## src/rtl/jv_pkg.sv

```systemverilog
// Shared sizing for the jump vector register.
// Assumes a byte-addressed table with two 2-byte words per slot.
package jv_pkg;
    localparam int DATA_W    = 16;
    localparam int NUM_FLAGS = 6;
    localparam int SLOT_SH   = 2;
    localparam int IDX_W     = (NUM_FLAGS > 1) ? $clog2(NUM_FLAGS) : 1;
endpackage

```

## src/rtl/jv_prio_enc.sv

```systemverilog
// Priority encoder: reports the index of the lowest-numbered set flag.
// Assumes flag 0 is most urgent; idx is zero and hit low when no flag is set.
module jv_prio_enc #(
    parameter int NUM_FLAGS = 6,
    parameter int IDX_W     = 3
) (
    input  logic [NUM_FLAGS-1:0] flags,
    output logic [IDX_W-1:0]     idx,
    output logic                 hit
);
    // Scan from least to most urgent so the most urgent set flag wins last.
    always_comb begin
        idx = '0;
        hit = 1'b0;
        for (int i = NUM_FLAGS - 1; i >= 0; i--) begin
            if (flags[i]) begin
                idx = IDX_W'(i);
                hit = 1'b1;
            end
        end
    end
endmodule

```

## src/rtl/jv_base_reg.sv

```systemverilog
// Table base storage with the alignment bit forced to zero.
// Assumes synchronous active-low reset to zero.
module jv_base_reg #(
    parameter int DATA_W = 16
) (
    input  logic              clk,
    input  logic              rst_n,
    input  logic              wr_en,
    input  logic [DATA_W-1:0] wr_data,
    output logic [DATA_W-1:0] base_q
);
    localparam logic [DATA_W-1:0] ALIGN_MASK = ~DATA_W'(1);

    // Load the aligned base on a write strobe.
    always_ff @(posedge clk) begin
        if (!rst_n)
            base_q <= '0;
        else if (wr_en)
            base_q <= wr_data & ALIGN_MASK;
    end
endmodule

```

## src/rtl/jv_rdata_reg.sv

```systemverilog
// Read-data capture: registers the computed vector when a read is strobed.
// Assumes the vector input is already settled within the strobe cycle.
module jv_rdata_reg #(
    parameter int DATA_W = 16
) (
    input  logic              clk,
    input  logic              rst_n,
    input  logic              rd_en,
    input  logic [DATA_W-1:0] vec,
    output logic [DATA_W-1:0] rd_data
);
    // Capture on read, otherwise hold the last returned vector.
    always_ff @(posedge clk) begin
        if (!rst_n)
            rd_data <= '0;
        else if (rd_en)
            rd_data <= vec;
    end
endmodule

```

## src/rtl/jump_vector_reg.sv

```systemverilog
// Jump vector register: a read returns the base plus a slot offset that is
// chosen by the most urgent ready flag. The lookup path is combinational
// and is registered once at the read-data output.
// Assumes the flags are synchronous to clk.
module jump_vector_reg
    import jv_pkg::*;
(
    input  logic                 clk,
    input  logic                 rst_n,
    input  logic                 wr_en,
    input  logic [DATA_W-1:0]    wr_data,
    input  logic                 rd_en,
    input  logic [NUM_FLAGS-1:0] ready,
    output logic [DATA_W-1:0]    rd_data
);
    logic [DATA_W-1:0] base_q;
    logic [IDX_W-1:0]  win_idx;
    logic              win_hit;
    logic [DATA_W-1:0] offset;
    logic [DATA_W-1:0] vec;

    jv_prio_enc #(.NUM_FLAGS(NUM_FLAGS), .IDX_W(IDX_W)) u_enc (
        .flags (ready),
        .idx   (win_idx),
        .hit   (win_hit)
    );

    jv_base_reg #(.DATA_W(DATA_W)) u_base (
        .clk     (clk),
        .rst_n   (rst_n),
        .wr_en   (wr_en),
        .wr_data (wr_data),
        .base_q  (base_q)
    );

    // Scale the winning index to a slot offset and add it to the base (wraps).
    always_comb begin
        offset = win_hit ? (DATA_W'(win_idx) << SLOT_SH) : '0;
        vec    = base_q + offset;
    end

    jv_rdata_reg #(.DATA_W(DATA_W)) u_rdata (
        .clk     (clk),
        .rst_n   (rst_n),
        .rd_en   (rd_en),
        .vec     (vec),
        .rd_data (rd_data)
    );
endmodule

```

## config.mk

```make
export PLATFORM = sky130hd
export DESIGN_NAME = jump_vector_reg
export DESIGN_NICKNAME = d
export VERILOG_FILES = /design/src/rtl/jv_pkg.sv /design/src/rtl/jv_prio_enc.sv /design/src/rtl/jv_base_reg.sv /design/src/rtl/jv_rdata_reg.sv /design/src/rtl/jump_vector_reg.sv
export SDC_FILE = /design/constraint.sdc
export NUM_CORES = 1
export LEC_CHECK = 0
export ABC_CLOCK_PERIOD_IN_PS = 1940
export BUFFER_PORTS_ARGS = -buffer_cell sky130_fd_sc_hd__buf_2
export CAP_MARGIN = 20
export CORE_MARGIN = 2
export CORE_UTILIZATION = 46
export CTS_CLUSTER_SIZE = 10
export DETAILED_ROUTE_END_ITERATION = 8
export GPL_TIMING_DRIVEN = 0
export PLACE_DENSITY = 0.79
export RECOVER_POWER = 100
export SYNTH_ARGS = -nofsm -noshare
export SYNTH_HDL_FRONTEND = slang
export SYNTH_SLANG_ARGS = --single-unit
```

## constraint.sdc

```tcl
create_clock -name clk -period 1.94 [get_ports clk]
set_clock_uncertainty 0.2 [all_clocks]
set_input_delay 0.097 -clock clk [delete_from_list [all_inputs] [get_ports clk]]
set_output_delay 0.097 -clock clk [all_outputs]
set_load 0.005 [all_outputs]
```

======== After elaboration in Yosys (flattened, before gate mapping) ========
Index checks and enable logic that the tools add are counted.
Widths: inputs -> output; s select.
storage, ports and cells
  bits in registers ....................... 31
  bits in latches ......................... 0
  RAM bits ................................ 0
  ROM bits ................................ 0
  input bits .............................. 26
  output and inout bits ................... 16
  logic and storage cells ................. 16
  memories kept ........................... 0
cells by class
  add/subtract/negate cells ............... 1
  multipliers ............................. 0
  divide/modulo/power cells ............... 0
  magnitude comparators ................... 0
  eq/ne operators ......................... 0
  shifts and indexed selects .............. 0
  muxes and demuxes ....................... 13
  bitwise logic cells ..................... 0
  reduce and logical (&&, ||, !) cells .... 0
operator list
  kind           count
  $mux 3         6
  $add 16x5->16  1
  $mux 1         6
  $mux 5         1

======== Longest topological paths before layout ========
Gate-level depths: netlist of the first run.
  word-level depth ........................ 8
  mapped depth ............................ 11
  depth with buffers taken out ............ 11

======== Modules after synthesis ========
A second synthesis of the first run with hierarchy kept.
second synthesis, totals
  cells, all modules ...................... 157
  area, all modules ....................... 1584.0 um^2
modules (own cells, without submodules)
  module           times used  cells each  area an instance (um^2)
  jv_rdata_reg     1           51          615.6
  jv_base_reg      1           50          590.6
  jump_vector_reg  1           46          320.3
  jv_prio_enc      1           10          57.6

======== Worst setup path before layout of the first run ========
OpenSTA, ideal clock, no wires.
  path kind ............................... in2reg
  start point ............................. input port ready[4]
  end point ............................... register u_rdata.rd_data[14]
  setup time .............................. 0.074 ns
  arrival ................................. 1.842 ns
  required time ........................... 1.666 ns
  setup slack ............................. -0.176 ns
  stages .................................. 11
  cell sequence ........................... nand2b_1 -> a21oi_1 -> nor2_1 -> nor2_1 -> ha_1 -> inv_1 -> fa_1 -> nor2b_1 -> o21ai_0 -> or3_1 -> a31oi_1
between the ends
  longest elaborated chain between the ends .. 7
  elaborated cells between the ends (all ways) .. 12
  classes of those cells .................. add/sub: 1; mux: 11
RTL lines
  what                                                  RTL line               source
  start, declared                                       jump_vector_reg.sv:13  input logic [NUM_FLAGS-1:0] ready,
  $mux 3 / $mux 1 (equally long branches) (5 in a row)  jv_prio_enc.sv:16      if (flags[i]) begin
  $mux 5 (*)                                            jump_vector_reg.sv:38  offset = win_hit ? (DATA_W'(win_idx) << SLOT_SH) : '0;
  $add 16x5->16 (*)                                     jump_vector_reg.sv:39  vec = base_q + offset;
  end signal, assigned                                  jv_rdata_reg.sv:17     rd_data <= vec;
  end, declared                                         jv_rdata_reg.sv:10     output logic [DATA_W-1:0] rd_data
Mark *: on every way between the ends. The rest lies on a longest branch, timed or not.
A chain may end at the register's enable or synchronous reset.

======== Final worst setup path of the first run ========
  start point ............................. register u_base.base_q[2]
  end point ............................... register u_rdata.rd_data[14]
between the ends
  longest elaborated chain between the ends .. 1
RTL lines
  what                    RTL line               source
  start, declared         jv_base_reg.sv:10      output logic [DATA_W-1:0] base_q
  start signal, assigned  jv_base_reg.sv:19      base_q <= wr_data & ALIGN_MASK;
  $add 16x5->16           jump_vector_reg.sv:39
No other way between the ends.

==> results.yml, run 1 <==
status:
  status: "completed"
global_routing:
  grt_pass1_vias: 1185
  track_usage: 0.207
  grt_max_degree: 11
  grt_overflow_total: 0
  grt_first_pass_wirelength_um: 5440
  antenna_found_initial: 0
clock_tree:
  h-tree-depth: 2
  cts_tree: "done"
  path_clk_slew_ns: 0.09
  clkLatencyLatePin_ns: 0.33
  root_buffer: "clkbuf_4"
  clock-sinks: 30
  clockBufferDepth: 2
  numCtsBuffers: 5
cells_and_area:
  instances_no_fill: 268
  syn_to_final_growth_pct: 39.9
  seq_area_sq_um: 602
  n_fill_cell: 263
  final_area_sq_mm: 0.00207
  multi_input_comb_area_sq_um: 877
  final_layout_size_suffix_gt1_frac: 0.268
  diodes: 0
  nets: 253
power:
  power_density_mw_per_mm2: 624
  ir_drop_mv: 0.343
  power_leakage_nw: 0.846
worst_setup_path:
  reg2reg_to: "u_rdata.rd_data[14]"
  critPathLaunchType: "register"
  rr_worst_depth: 7
  crit_type: "reg2reg"
  cp_max_fo: 4
  ff2ff_setup_slack_ns: 0.03
  r2r-start: "u_base.base_q[2]"
  required_ns: 2.01
  crit_arrival_ns: 1.98
  end_kind: "register"
sta:
  drv_slew: 0
  finalSetupViolCount: 0
  rsz0062_at_grt: "yes"
  setup-tns-final_ns: 0
  fmax_mhz: 523
  hold_slack_ns: 0.0941
  hold_violations: 0
  setup_ws_ns: 0.0268
  post-route-period-util: 0.986
  period_needed_ns: 1.91
detailed_routing:
  dr.pass1.iters: 4
  via_per_inst: 5.02
  route.detailed.drc: 0
  avgRoutedWirePerCell_um: 13.6
  ant_nets: 0
  routed_wirelength_um: 3640
  first_iter_violations: 92
  vias: 1346
yosys:
  yosysTopAreaCellShare: 0.406
  ys_ff_latch: 30
  syn_nets: 185
  synth.largest_area_cell: "dfxtp_1"
  yosys_warnings: 0
  async_flop_share: 0
  yosysUniqueCellTypes: 36
  synth_ff_type: "dfxtp_1"
  yosysMostFrequentCell: "dfxtp_1"
  synth_edf_count: 0
  synthesis.area_sq_mm: 0.00148
  synthTopCellsByArea: "dfxtp_1, mux2i_1, nor2b_1"
  ys_seq_area_frac: 0.406
  ys_top_cells_by_count: "dfxtp_1, mux2i_1, nor2b_1, o21ai_0, a21oi_1"
  syn-instance-count: 155
  avgSynthCellArea_sq_um: 9.53
run:
  max_cap_viol_count: 0
floorplanning:
  initial_core_util: 0.484
  die_area_sq_mm: 0.00368
  io_pins: 42
  fp.coreArea_sq_mm: 0.00305
  rows: 20
  die_y_um: 60.7
  dieWidth_um: 60.7
place:
  dpl.hpwl_um: 2190
  place_area_sq_mm: 0.00173
  routabilityCongestion: 0.822
  dp_slack_ns: -0.297
  dp_cells: 236
  io_buffers: 37
worst_hold_path:
  hold_end: "u_rdata.rd_data[1]"
  worstHoldStart: "rd_en"
  min_path_type: "in2reg"
  hold_path_depth: 3
[power by group]
group	leakage (nW)	internal, mW	switching (mW)
logic	0.563	0.124	0.0983
clock network	0.0353	0.175	0.206
registers	0.248	0.652	0.0342
total	0.846	0.952	0.338
[final cells by class]
type                    count  share of cell area
clock inverters             1             0.00242
multi-input cells         111               0.424
flip-flops and latches     30               0.291
plain buffers               9              0.0194
well taps                  44              0.0266
repair buffers             61               0.200
inverters                   5             0.00908
clock buffers               7              0.0266
[registers in the layout, summed over array words and instances (netlist names)]
register	count
u_base.base_q	15
u_rdata.rd_data	15
[worst max path at each step]
stage,startpoint,endpoint
floorplan,ready[4],u_rdata.rd_data[14]
global placement,ready[4],u_rdata.rd_data[14]
detailed placement,ready[4],u_rdata.rd_data[14]
CTS,u_base.base_q[2],u_rdata.rd_data[14]
global route,ready[4],u_rdata.rd_data[14]
finish,u_base.base_q[2],u_rdata.rd_data[14]
[critical path: stages (launching register included)]
cell and delay [ns]:
dfxtp_2 0.36, ha_4 0.14, inv_2 0.04, fa_2 0.41
nor2b_4 0.17, o21ai_1 0.08, or3_1 0.30, a31oi_1 0.15
[cell usage in the layout, fill, tap and decap left out, types with 2 or more instances in the layout]
master,count
nand2b_1,2
nand3_1,3
buf_2,33
buf_4,3
ha_4,2
mux2i_1,19
nor2_1,3
nor2b_1,18
o21ai_2,2
dfxtp_1,29
inv_1,4
xor2_1,3
dlygate4sd3_1,21
xnor2_1,7
nand2_1,5
nand4_1,2
clkbuf_4,5
a21oi_1,10
a21oi_2,2
clkbuf_1,12
o21ai_0,12
[routing by layer]
| layer | track usage | vias up | part of all wire |
|---|---|---|---|
| li1 | - | 680 | - |
| met1 | 0.258 | 625 | 0.46 |
| met2 | 0.333 | 35 | 0.48 |
| met3 | 0.0725 | 6 | 0.042 |
| met4 | 0.0745 | 0 | 0.015 |
| met5 | 0 | - | 0 |
[cells by family (layout without fill, tap and decap cells)]
| family | count (synthesis) | after routing | share of synthesized area |
|---|---|---|---|
| simple gates | 43 | 43 | 0.178 |
| compound gates | 34 | 34 | 0.147 |
| flops | 30 | 30 | 0.406 |
| mux | 19 | 19 | 0.129 |
| buf+inv | 14 | 83 | 0.0398 |
| xor+xnor | 10 | 10 | 0.0593 |
| fa+ha+maj | 4 | 4 | 0.0390 |
| other cells | 1 | 1 | 0.00254 |
[metrics by stage]
stage / utilization / power, mW
after floorplan: - / 0.801
after global placement: 0.566 / 0.864
after global routing: 0.677 / 1.36
after CTS: 0.657 / 1.28
after detailed placement: 0.566 / 0.868
final: 0.677 / 1.29
[timing repair]
item,CTS,global route
hold buffers,21,0
hold endpoints to repair,17,0
endpoints found under the setup margin,1,6
gates resized for setup,0,15
setup buffers,1,2
pin swaps,0,6
No activity file was read; power rests on OpenSTA's default activity.
==> inputs of run 2 (changes only) <==
--- a/config.mk
+++ b/config.mk
@@ -13,6 +13,7 @@
 export CTS_CLUSTER_SIZE = 10
 export DETAILED_ROUTE_END_ITERATION = 8
 export GPL_TIMING_DRIVEN = 0
+export MAX_ROUTING_LAYER = met4
 export PLACE_DENSITY = 0.79
 export RECOVER_POWER = 100
 export SYNTH_ARGS = -nofsm -noshare
==> run 2 against run 1 <==
Against the previous run: hold slack worse by 0.0026 ns; non-clock buffer count unchanged; combinational power is essentially flat; register-to-register slack barely moved; highest routed layer unchanged; flip-flop and latch count unchanged; wire length is 0.25% higher; setup slack better by 0.0010 ns; clock power about the same; first-iteration DRC count down 7.6%; critical path depth unchanged.
==> results.yml, run 2 (synthesized netlist as in run 1, its figures left out) <==
worst_setup_path:
  required_ns: 2.02
  rr_worst_depth: 7
  cp_cell_sequence: "ha_4, inv_2, fa_2, nor2b_4, o21ai_1, or3_1, a31oi_1"
  crit_type: "reg2reg"
  max_stage_delay_ns: 0.41
  cp_max_fo: 4
  crit_arrival_ns: 1.99
  crit_path_start: "u_base.base_q[2]"
  crit_end: "u_rdata.rd_data[14]"
  cp_slowest_cell: "fa_2"
  r2r-start: "u_base.base_q[2]"
  ff2ff_setup_slack_ns: 0.03
  end_kind: "register"
  reg2reg_to: "u_rdata.rd_data[14]"
  critPathLaunchType: "register"
sta:
  period_needed_ns: 1.91
  hold_slack_ns: 0.0916
  rsz0062_at_grt: "yes"
  fmax_mhz: 523
  post-route-period-util: 0.986
  finalSetupViolCount: 0
  drv_slew: 0
  hold_violations: 0
cells_and_area:
  n_fill_cell: 263
  final_area_sq_mm: 0.00207
  nets: 253
  mostFrequentLayoutCell: "buf_2"
  final_layout_size_suffix_gt1_frac: 0.268
  top_regs: "u_base.base_q (15), u_rdata.rd_data (15)"
  fin_util: 0.677
  final_cell_mix: "buf_2, dfxtp_1, dlygate4sd3_1"
  seq_area_sq_um: 602
  diodes: 0
  syn_to_final_growth_pct: 39.9
  multi_input_comb_area_sq_um: 877
detailed_routing:
  first_iter_violations: 85
  dr.pass1.iters: 4
  route.detailed.drc: 0
  via_per_inst: 5.03
  vias: 1347
  ant_nets: 0
  routed_wirelength_um: 3650
  avgRoutedWirePerCell_um: 13.6
run:
  max_cap_viol_count: 0
place:
  routabilityCongestion: 0.835
  place_area_sq_mm: 0.00173
  io_buffers: 37
  dpl.hpwl_um: 2190
global_routing:
  antenna_found_initial: 0
  grt_overflow_total: 0
  grt_pass1_vias: 1189
  grt_max_degree: 11
  grt_first_pass_wirelength_um: 5430
  track_usage: 0.214
clock_tree:
  root_buffer: "clkbuf_4"
  h-tree-depth: 2
  numCtsBuffers: 5
  clock-sinks: 30
  path_clk_slew_ns: 0.09
  cts_tree: "done"
  clockBufferDepth: 2
  clkLatencyLatePin_ns: 0.34
power:
  power_density_mw_per_mm2: 626
  ir_drop_mv: 0.343
  power_leakage_nw: 0.846
  totalPowerFinal_mw: 1.29
floorplanning:
  fp.coreArea_sq_mm: 0.00305
  dieWidth_um: 60.7
  rows: 20
  io_pins: 42
  die_area_sq_mm: 0.00368
  initial_core_util: 0.484
  die_y_um: 60.7
status:
  status: "completed"
worst_hold_path:
  min_path_type: "in2reg"
[run 2: cell counts in the layout (fill, tap and decap cells not counted)]
Identical to the previous run, type by type.
[run 2: cell type report]
cell class | instances | share of cell area
buffer | 9 | 0.0194
inverter | 5 | 0.00908
timing repair buffer | 61 | 0.200
tap | 44 | 0.0266
clock inverter | 1 | 0.00242
multi-input combinational | 111 | 0.424
sequential | 30 | 0.291
clock buffer | 7 | 0.0266
[run 2: worst min-delay path by stage]
stage / start / endpoint / slack [ns] / cells after the start
finish: rd_en / u_rdata.rd_data[1] / 0.09 / 3
detailed placement: wr_data[11] / u_base.base_q[11] / 0.16 / 3
global placement: wr_data[14] / u_base.base_q[14] / 0.15 / 3
global route: rd_en / u_rdata.rd_data[4] / 0.12 / 3
floorplan: wr_data[1] / u_base.base_q[1] / 0.07 / 2
CTS: rd_en / u_rdata.rd_data[14] / 0.09 / 3
[run 2: stage by stage]
stage / TNS, ns / setup WS [ns] / instances
2_1_floorplan: -0.0563 / -0.0563 / 155
3_3_place_gp: -1.40 / -0.287 / 236
3_5_place_dp: -1.49 / -0.297 / 236
4_1_cts: 0 / 0.00382 / 266
5_1_grt: -0.199 / -0.0911 / 268
6_report: 0 / 0.0278 / 268
[run 2: worst max-delay path, delay by kind of cell (launching register included)]
kind                     cells  cell delay [ns]
flip-flops                   1             0.36
buffers and inverters        1             0.04
AND/OR/NAND/NOR              2             0.47
AO/OA/AOI/OAI                2             0.23
adder cells (fa/ha/maj)      2             0.55
[run 2: repair_timing]
item                       4_1_cts  5_1_grt
gates cloned                     0        0
pin swaps                        0        6
setup endpoints to repair        1        6
gates resized for setup          0       15
setup buffers                    1        2
hold buffers                    21        0
hold endpoints to repair        17        0
[run 2: layer usage]
metal  global-route usage  up-vias  routed length (um)
met4               0.0745        0                  55
met1                0.257      627                1670
met5                    -        -                   0
li1                     -      678                   -
met2                0.333       37                1750
met3               0.0746        5                 170
[run 2: where the power goes]
group	switching, mW	internal [mW]
registers	0.0341	0.652
clock network	0.209	0.175
logic	0.0983	0.124
total	0.341	0.952
==> inputs of run 3 (changes only) <==
--- a/config.mk
+++ b/config.mk
@@ -5,6 +5,7 @@
 export SDC_FILE = /design/constraint.sdc
 export NUM_CORES = 1
 export LEC_CHECK = 0
+export ABC_AREA = 1
 export ABC_CLOCK_PERIOD_IN_PS = 1940
 export BUFFER_PORTS_ARGS = -buffer_cell sky130_fd_sc_hd__buf_2
 export CAP_MARGIN = 20
@@ -14,7 +15,7 @@
 export DETAILED_ROUTE_END_ITERATION = 8
 export GPL_TIMING_DRIVEN = 0
 export MAX_ROUTING_LAYER = met4
-export PLACE_DENSITY = 0.79
+export PLACE_DENSITY = 0.78
 export RECOVER_POWER = 100
 export SYNTH_ARGS = -nofsm -noshare
 export SYNTH_HDL_FRONTEND = slang
==> run 3 against run 2 <==
Against the previous run: die area rose by 5.1%; maximum frequency rose by 4.0%; design area rose by 9.0%; final cell count rose by 35%; setup slack improved by 0.074 ns; combinational power rose by 23%; global-route usage rose by 1.8 points; sequential share of layout area fell by 2.4 points.
==> results.yml, run 3 <==
yosys:
  avgSynthCellArea_sq_um: 6.60
  synth_edf_count: 0
  synthTopCellsByArea: "dfxtp_1, nor2_1, nand2_1"
  yosysTopAreaCellShare: 0.386
  ys_ff_latch: 30
  yosys_warnings: 0
  yosysMostFrequentCell: "nor2_1"
  yosysUniqueCellTypes: 27
  syn_nets: 266
  ys_seq_area_frac: 0.386
  ys_top_cells_by_count: "nor2_1, nand2_1, dfxtp_1, inv_1, nand3_1"
  async_flop_share: 0
  syn-instance-count: 236
  synth_ff_type: "dfxtp_1"
  synth.largest_area_cell: "dfxtp_1"
  synthesis.area_sq_mm: 0.00156
floorplanning:
  die_y_um: 62.2
  die_area_sq_mm: 0.00387
  fp.coreArea_sq_mm: 0.00328
  dieWidth_um: 62.2
  io_pins: 42
  rows: 21
  initial_core_util: 0.474
detailed_routing:
  route.detailed.drc: 0
  routed.top_layer: "met4"
  first_iter_violations: 52
  ant_nets: 0
  dr.pass1.iters: 4
  wl_met1_um: 1690
  routed_wirelength_um: 4020
  dr_wl_met3_um: 207
  via_per_inst: 4.71
  vias: 1705
  dr_wl_met2_um: 2020
  avgRoutedWirePerCell_um: 11.1
worst_setup_path:
  crit_arrival_ns: 1.88
  end_kind: "register"
  critPathLaunchType: "register"
  cp_max_fo: 5
  rr_worst_depth: 9
  crit_type: "reg2reg"
  cp_slowest_cell: "fa_2"
  required_ns: 1.98
  cpMostUsedCell: "nand2_1"
  cp_cell_sequence: "ha_4, inv_2, fa_2, o21ai_4, nand2_1, nand2_1, nand3_1, nand2_1, inv_1"
  ff2ff_setup_slack_ns: 0.10
  max_stage_delay_ns: 0.40
global_routing:
  grt_pass1_vias: 1670
  antenna_found_initial: 0
  grt_first_pass_wirelength_um: 6980
  grt_overflow_total: 0
  track_usage: 0.232
  grt_max_degree: 11
worst_hold_path:
  hold_path_depth: 5
  min_path_type: "in2reg"
clock_tree:
  clkLatencyLatePin_ns: 0.34
  h-tree-depth: 2
  cts_tree: "done"
  clockBufferDepth: 2
  root_buffer: "clkbuf_4"
  clock-sinks: 30
  numCtsBuffers: 5
  path_clk_slew_ns: 0.09
place:
  dp_cells: 319
  routabilityCongestion: 0.886
  dpl.hpwl_um: 2630
  io_buffers: 37
  place_area_sq_mm: 0.00180
status:
  status: "completed"
run:
  max_cap_viol_count: 0
sta:
  hold_slack_ns: 0.0906
  hold_violations: 0
  finalSetupViolCount: 0
  drv_slew: 0
  post-route-period-util: 0.948
  setup-tns-final_ns: 0
  fmax_mhz: 544
  period_needed_ns: 1.84
cells_and_area:
  final_layout_size_suffix_gt1_frac: 0.222
  top_regs: "u_base.base_q (15), u_rdata.rd_data (15)"
  fin_util: 0.686
  nets: 345
  diodes: 0
  mostFrequentLayoutCell: "nor2_1"
  final_cell_mix: "nor2_1, buf_2, nand2_1"
  syn_to_final_growth_pct: 44.7
  instances_no_fill: 362
  final_area_sq_mm: 0.00225
power:
  seqPwrFrac: 0.511
  switching_share: 0.280
  ir_drop_mv: 0.493
  p_comb_frac: 0.201
  clkPwrFrac: 0.288
  power_leakage_nw: 1.11
  power_switching_mw: 0.379
  power_density_mw_per_mm2: 601
  intPower_mw: 0.975
run 3: changes by cell type after synthesis, moves of 17 or more:
| cell | change |
|---|---|
| inv_1 | +21 |
| nor2_1 | +50 |
| nand2_1 | +34 |
| mux2i_1 | -19 |
| nor2b_1 | -19 |
| nand3_1 | +17 |
run 3: final timing paths:
kind	startpoint	to
max	u_base.base_q[2]	u_rdata.rd_data[8]
min	ready[1]	u_rdata.rd_data[3]
max reg2reg	u_base.base_q[2]	u_rdata.rd_data[8]
min reg2reg	u_base.base_q[15]	u_base.base_q[15]
run 3: power groups by stage:
stage          clock network (mW)  registers [mW]  logic, mW
3_3_place_gp                    0           0.703      0.201
4_1_cts                     0.397           0.690      0.261
6_report                    0.390           0.692      0.272
5_1_grt                     0.425           0.699      0.308
2_1_floorplan                   0           0.700      0.130
3_5_place_dp                    0           0.704      0.205
run 3: cell families (layout without fill, tap and decap cells):
family	after synthesis	after routing	share of synthesized area
other	1	1	0.00241
adders and majority gates	4	4	0.0370
DFF	30	30	0.386
buffers and inverters	40	119	0.104
AOI/OAI and AO/OA	35	36	0.125
and+or+nand+nor	122	122	0.324
xor gates and xnor gates	4	4	0.0225
run 3: metal layers:
| layer | up-vias | track usage |
|---|---|---|
| met5 | - | - |
| met4 | 0 | 0.122 |
| met3 | 11 | 0.0543 |
| met2 | 49 | 0.386 |
| met1 | 743 | 0.259 |
| li1 | 902 | - |
run 3: what timing repair did:
item	4_1_cts	5_1_grt
gates cloned	1	0
buffers inserted	0	4
resized for setup	1	12
endpoints found under the hold margin	21	0
hold buffers	31	0
pin swaps	1	8
setup endpoints to repair	5	12
run 3: worst max-delay path, delay by kind of cell, from the launching register on:
family | cells | cell delay (ns)
flops | 1 | 0.36
buf+inv | 2 | 0.08
compound gates | 1 | 0.26
fa+ha+maj | 2 | 0.54
simple gates | 4 | 0.31
run 3: per-stage QoR:
| stage | power (mW) | setup slack (ns) |
|---|---|---|
| after floorplan | 0.831 | 0.0299 |
| after global placement | 0.904 | -0.252 |
| after detailed placement | 0.910 | -0.310 |
| after CTS | 1.35 | 0.0139 |
| after global routing | 1.43 | -0.000394 |
| final | 1.35 | 0.101 |
run 3: final cells by class:
type | instances | area [sq um]
plain buffers | 8 | 37.5
clock buffers | 7 | 55.1
fillers | 295 | 1030
inverters | 31 | 118
repair buffers | 72 | 527
clock inverters | 1 | 5.00
well taps | 46 | 57.6
multi-input cells | 167 | 852
flip-flops and latches | 30 | 602
